## src/rtl/bpwm_pkg.sv

```systemverilog
package bpwm_pkg;

   typedef enum logic [1:0] {
      MODE_SINGLE = 2'b00,
      MODE_FWD    = 2'b01,
      MODE_HALF   = 2'b10,
      MODE_REV    = 2'b11
   } bridge_mode_e;

   localparam int N_PINS = 4;
   localparam int POL_W  = 2;

endpackage

```

## src/rtl/bpwm_timebase.sv

```systemverilog
module bpwm_timebase #(
   parameter int CNT_W  = 8,
   parameter int FRAC_W = 2
) (
   input  logic                      clk,
   input  logic                      rst_n,
   input  logic                      en,
   input  logic [CNT_W-1:0]          period,
   output logic [CNT_W+FRAC_W-1:0]   tb,
   output logic                      wrap
);
   localparam int TB_W = CNT_W + FRAC_W;

   logic [TB_W-1:0] last_cnt;

   assign last_cnt = {period, {FRAC_W{1'b1}}};
   assign wrap     = en && (tb >= last_cnt);

   always_ff @(posedge clk or negedge rst_n) begin
      if (!rst_n) begin
         tb <= '0;
      end else if (!en || wrap) begin
         tb <= '0;
      end else begin
         tb <= tb + 1'b1;
      end
   end
endmodule

```

## src/rtl/bpwm_shadow.sv

```systemverilog
module bpwm_shadow #(
   parameter int TB_W = 10
) (
   input  logic                      clk,
   input  logic                      rst_n,
   input  logic                      en,
   input  logic                      wrap,
   input  logic                      duty_we,
   input  logic [TB_W-1:0]           duty_wdata,
   input  bpwm_pkg::bridge_mode_e    mode_in,
   output logic [TB_W-1:0]           duty_sh,
   output bpwm_pkg::bridge_mode_e    mode_sh,
   output logic                      running
);
   logic [TB_W-1:0] duty_reg;

   always_ff @(posedge clk or negedge rst_n) begin
      if (!rst_n) begin
         duty_reg <= '0;
      end else if (duty_we) begin
         duty_reg <= duty_wdata;
      end
   end

   always_ff @(posedge clk or negedge rst_n) begin
      if (!rst_n) begin
         duty_sh <= '0;
         mode_sh <= bpwm_pkg::MODE_SINGLE;
         running <= 1'b0;
      end else if (!en) begin
         running <= 1'b0;
      end else if (wrap) begin
         duty_sh <= duty_reg;
         mode_sh <= mode_in;
         running <= 1'b1;
      end
   end
endmodule

```

## src/rtl/bpwm_steer.sv

```systemverilog
module bpwm_steer (
   input  logic                                  active,
   input  logic                                  live,
   input  bpwm_pkg::bridge_mode_e                mode_sh,
   input  logic [bpwm_pkg::POL_W-1:0]            pol,
   output logic [bpwm_pkg::N_PINS-1:0]           pin_out,
   output logic [bpwm_pkg::N_PINS-1:0]           pin_oe
);
   import bpwm_pkg::*;

   logic [N_PINS-1:0] lvl;
   logic [N_PINS-1:0] used;

   always_comb begin
      unique case (mode_sh)
         MODE_SINGLE: begin lvl = {3'b000, active};             used = 4'b0001; end
         MODE_HALF:   begin lvl = {2'b00, ~active, active};     used = 4'b0011; end
         MODE_FWD:    begin lvl = {active, 2'b00, 1'b1};        used = 4'b1111; end
         MODE_REV:    begin lvl = {1'b0, 1'b1, active, 1'b0};   used = 4'b1111; end
         default:     begin lvl = '0;                           used = '0;      end
      endcase
   end

   for (genvar i = 0; i < N_PINS; i++) begin : g_pin
      localparam int PG = i % POL_W;
      assign pin_oe[i]  = used[i] & live;
      assign pin_out[i] = pin_oe[i] & (lvl[i] ^ pol[PG]);
   end
endmodule

```

## src/rtl/bridge_pwm_top.sv

```systemverilog
module bridge_pwm_top #(
   parameter int CNT_W  = 8,
   parameter int FRAC_W = 2
) (
   input  logic                      clk,
   input  logic                      rst_n,
   input  logic                      en,
   input  logic [CNT_W-1:0]          period,
   input  logic                      duty_we,
   input  logic [CNT_W+FRAC_W-1:0]   duty_wdata,
   input  logic [1:0]                mode,
   input  logic [1:0]                pol,
   output logic [3:0]                pwm_out,
   output logic [3:0]                pwm_oe
);
   import bpwm_pkg::*;

   localparam int TB_W = CNT_W + FRAC_W;

   if (CNT_W < 2 || FRAC_W < 1) begin : g_bad_width
      $error("bridge_pwm_top: CNT_W must be >= 2 and FRAC_W >= 1");
   end
   if (N_PINS != 4 || POL_W != 2) begin : g_bad_pins
      $error("bridge_pwm_top: steering expects four pins and two polarity groups");
   end

   logic [TB_W-1:0] tb;
   logic            wrap;
   logic [TB_W-1:0] duty_sh;
   bridge_mode_e    mode_sh;
   logic            running;
   logic            live;
   logic            active;

   bpwm_timebase #(.CNT_W(CNT_W), .FRAC_W(FRAC_W)) i_tb (
      .clk(clk), .rst_n(rst_n), .en(en), .period(period), .tb(tb), .wrap(wrap)
   );

   bpwm_shadow #(.TB_W(TB_W)) i_sh (
      .clk(clk), .rst_n(rst_n), .en(en), .wrap(wrap),
      .duty_we(duty_we), .duty_wdata(duty_wdata),
      .mode_in(bridge_mode_e'(mode)),
      .duty_sh(duty_sh), .mode_sh(mode_sh), .running(running)
   );

   assign live   = running & en;
   assign active = tb < duty_sh;

   bpwm_steer i_st (
      .active(active), .live(live), .mode_sh(mode_sh), .pol(pol),
      .pin_out(pwm_out), .pin_oe(pwm_oe)
   );
endmodule

```

## config.mk

```make
export PLATFORM = sky130hd
export DESIGN_NAME = bridge_pwm_top
export DESIGN_NICKNAME = d
export VERILOG_FILES = /design/src/rtl/bpwm_pkg.sv /design/src/rtl/bpwm_timebase.sv /design/src/rtl/bpwm_shadow.sv /design/src/rtl/bpwm_steer.sv /design/src/rtl/bridge_pwm_top.sv
export SDC_FILE = /design/constraint.sdc
export NUM_CORES = 1
export LEC_CHECK = 0
export ABC_AREA = 1
export BUFFER_PORTS_ARGS = -buffer_cell sky130_fd_sc_hd__buf_2
export CORE_ASPECT_RATIO = 2
export CORE_MARGIN = 4
export CORE_UTILIZATION = 58
export CTS_BUF_LIST = sky130_fd_sc_hd__clkbuf_8
export DETAILED_ROUTE_END_ITERATION = 8
export GPL_ROUTABILITY_DRIVEN = 1
export GPL_TIMING_DRIVEN = 0
export MAX_ROUTING_LAYER = met4
export PLACE_DENSITY = 0.91
export SYNTH_ARGS = -nofsm -noshare
export SYNTH_HDL_FRONTEND = slang
export SYNTH_HIERARCHICAL = 1
export SYNTH_SLANG_ARGS = --single-unit
```

## constraint.sdc

```tcl
create_clock -name clk -period 2.2 [get_ports clk]
set_input_delay 0.33 -clock clk [delete_from_list [all_inputs] [get_ports clk]]
set_output_delay 0.33 -clock clk [all_outputs]
set_load 0.02 [all_outputs]
```

==> results by group <==
Job
  – Maxcap violations: 0

Place
  – Placer congestion estimate: 0.810
  – Dpl cells: 329
  – DP HPWL: 3110 µm
  – PortBufs: 32
  – Pre-CTS setup slack: -0.00525 ns

Finish
  – Layout cells sized above 1: 0.312
  – N_diodes: 0
  – Most frequent cells in the layout: nand2_1 (74), inv_1 (40), buf_2 (30)
  – Layout Nets: 358
  – Area grow syn2layout: 24.3%
  – Fill count: 259
  – Commonest non-fill, non-tap cell in the layout: nand2_1
  – Final Non-Filler Cells: 346

Routing
  – Pre-Repair DR Iteration Count: 5
  – WL/cell: 14.0 µm
  – # DRC: 0
  – Avg Vias per Cell: 5.30
  – Initial DRC Count: 53
  – DRT Wirelength: 4840 µm
  – Post-route ant nets: 0
  – Via count: 1834

Pwr
  – Sw Share: 0.277
  – Comb power frac: 0.176
  – Power Density: 541 nW/µm²
  – Leak Pwr: 1.41 nW
  – NetSw: 378 µW
  – Cell internal pwr: 988 µW
  – Clock power frac: 0.329
  – Flop pwr share: 0.495
  – Peak supply drop: 0.540 mV

Setup path
  – R2R setup slack: 0.21 ns
  – WP data required: 1.87 ns
  – Startpoint Class: flop
  – CP cell instances: ha_4 > nand2_2 > buf_4 > nor2_2 > nand2_1 > nor2_2 > nor2_4 > inv_2 > nand2_1 > nand3_1 > nand2_1 > nor2_1 > buf_4
  – Crit. End Element: primary output
  – Dominant cell type by count on the critical path: nand2_1
  – Reg2Reg Depth: 12
  – Reg2reg start: i_tb/tb[5]
  – FF-to-FF End: i_sh/duty_sh[7]
  – Crit Path Max Fanout: 3
  – CP peak stage delay: 0.43 ns
  – CP Data Arrival Time: 1.98 ns
  – WS Path Type: reg -> out
  – CP max-delay cell: dfrtp_2

Timing
  – Max Clk Rate: 433 MHz
  – Max-slew violation count: 0
  – Final worst setup slack: -0.108 ns
  – Relative slew slack: 0.513
  – Setup violators final: 3
  – Tightest Pin Transition: 0.730 ns
  – Min Tclk post-route: 2.31 ns
  – RSZ-0062 raised after global routing: true
  – Fin Clk Skew: 0.00428 ns
  – Fin. Hold Viols: 0
  – Tcrit/Tclk final: 1.05
  – Setup TNS: -0.303 ns

Clock network
  – Reg clk slew, reported paths: 0.06 ns
  – TritonCTS clock tree: done
  – Max Root-Sink Buffers: 2
  – Htree depth: 2
  – Num CTS Buffers: 5
  – Clk_lat worst skew: 0.28 ns
  – Hold-fix buffers, CTS: 0
  – CTS Sinks: 33
  – CTS root buf: clkbuf_8

GRT
  – Number of global-route vias before repair: 1950
  – First-pass GRT wire length: 8360 µm
  – Congestion Overflow GR: 0
  – Largest net degree at the start of global routing: 34
  – GRT Overall Usage: 0.246
  – Initial antenna violation count: 0

Floorplanning
  – Row cnt: 30
  – Die H: 91.7 µm
  – Placeable Area: 3380 µm²
  – Chip width: 49.8 µm
  – Initial Utilization: 0.601
  – Die area: 4570 µm²
  – # IOs: 34

Outcome
  – Failing checks: negative setup slack
  – Outcome: complete, but fails checks

Yosys
  – Library cells used by synthesis: 22
  – Seq/Total Area, Yosys: 0.407
  – Warnings from Yosys: 6
  – Synth area leaders: dfrtp_1 (41%), nand2_1 (15%), ha_1 (11%)
  – Share of the synthesized area in the top cell type: 0.407
  – Yosys reg bits: 33
  – Cells after Synth: 265
  – Mean Syn Cell Area: 7.66 µm²
  – Syn_nets: 309
  – Post-Syn Area: 2030 µm²
  – Top cell type by total area after synthesis: dfrtp_1

Worst hold path
  – Hold/Removal Path Class: in -> async
-- metrics by stage --
stage | cell area (µm²) | utilization | total power, mW | hold WS [ns]
2_1_floorplan | 2030 | - | 0.806 | 0.0344
3_3_place_gp | 2230 | 0.660 | 0.862 | 0.415
3_5_place_dp | 2230 | 0.660 | 0.876 | 0.433
4_1_cts | 2490 | 0.737 | 1.35 | 0.130
5_1_grt | 2520 | 0.747 | 1.45 | 0.160
6_report | 2520 | 0.747 | 1.37 | 0.104
-- layout make-up --
class	instances	area (µm²)	area share
timing repair buffer	42	246	0.0976
clock inverter	1	3.75	0.00149
inverter	45	169	0.0669
buffer	7	50.0	0.0198
tap	32	40.0	0.0159
sequential	33	833	0.330
clock buffer	6	82.6	0.0327
multi-input combinational	180	1100	0.436
-- Yosys cell counts --
master,count
o21ai_0,10
nand2_2,4
nor2_4,2
nor2_1,23
dfrtp_1,33
buf_6,1
a21oi_1,6
nor2_2,5
buf_2,1
a21o_1,3
nand3_1,17
xor2_1,3
inv_2,1
nand2_1,79
xnor2_1,4
buf_4,4
a21boi_0,1
ha_1,18
nand3_2,3
clkbuf_1,1
inv_1,44
nand4_1,2
-- power groups by stage --
| stage | combinational [mW] | sequential [mW] | clock [mW] |
|---|---|---|---|
| after detailed placement | 0.192 | 0.684 | 0 |
| final | 0.241 | 0.675 | 0.449 |
| after global routing | 0.280 | 0.679 | 0.488 |
| after CTS | 0.217 | 0.672 | 0.458 |
| after global placement | 0.181 | 0.681 | 0 |
| after floorplan | 0.129 | 0.676 | 0 |
-- layer usage --
| layer | part of all wire | routed length, µm | GRT usage | vias up |
|---|---|---|---|---|
| li1 | - | - | - | 909 |
| met1 | 0.34 | 1650 | 0.217 | 848 |
| met2 | 0.58 | 2790 | 0.466 | 51 |
| met3 | 0.036 | 172 | 0.0488 | 26 |
| met4 | 0.047 | 227 | 0.132 | 0 |
| met5 | 0 | 0 | - | - |
-- worst max path at each step --
| stage | slack [ns] | from | cells past startpoint | to |
|---|---|---|---|---|
| after floorplan | 0.18 | i_tb/tb[5] | 11 | pwm_out[3] |
| after global placement | 0.06 | i_tb/tb[5] | 15 | pwm_out[1] |
| after detailed placement | -0.005 | i_tb/tb[5] | 15 | pwm_out[1] |
| after CTS | -0.11 | i_tb/tb[5] | 13 | pwm_out[0] |
| after global routing | -0.25 | i_sh/duty_sh[3] | 16 | pwm_out[1] |
| final | -0.11 | i_tb/tb[5] | 13 | pwm_out[0] |
-- critical path: cells and delay by family, from the launching register on --
kind / cells / cell delay [ns]
simple gates: 9 / 0.65
fa+ha+maj: 1 / 0.28
buf+inv: 3 / 0.33
flops: 1 / 0.43
-- cell families (layout without fill, tap and decap cells) --
family	Yosys count	in the layout	synth area share
buf+inv	52	101	0.108
xor+xnor	7	7	0.0302
compound gates	20	20	0.0542
fa+ha+maj	18	18	0.111
flops	33	33	0.407
simple gates	135	135	0.290
-- what timing repair did --
item | CTS | global route
endpoints found under the setup margin | 12 | 14
setup buffers | 10 | 0
pin swaps | 18 | 5
resized for setup | 24 | 12
Power figures use the tool's default switching activity.
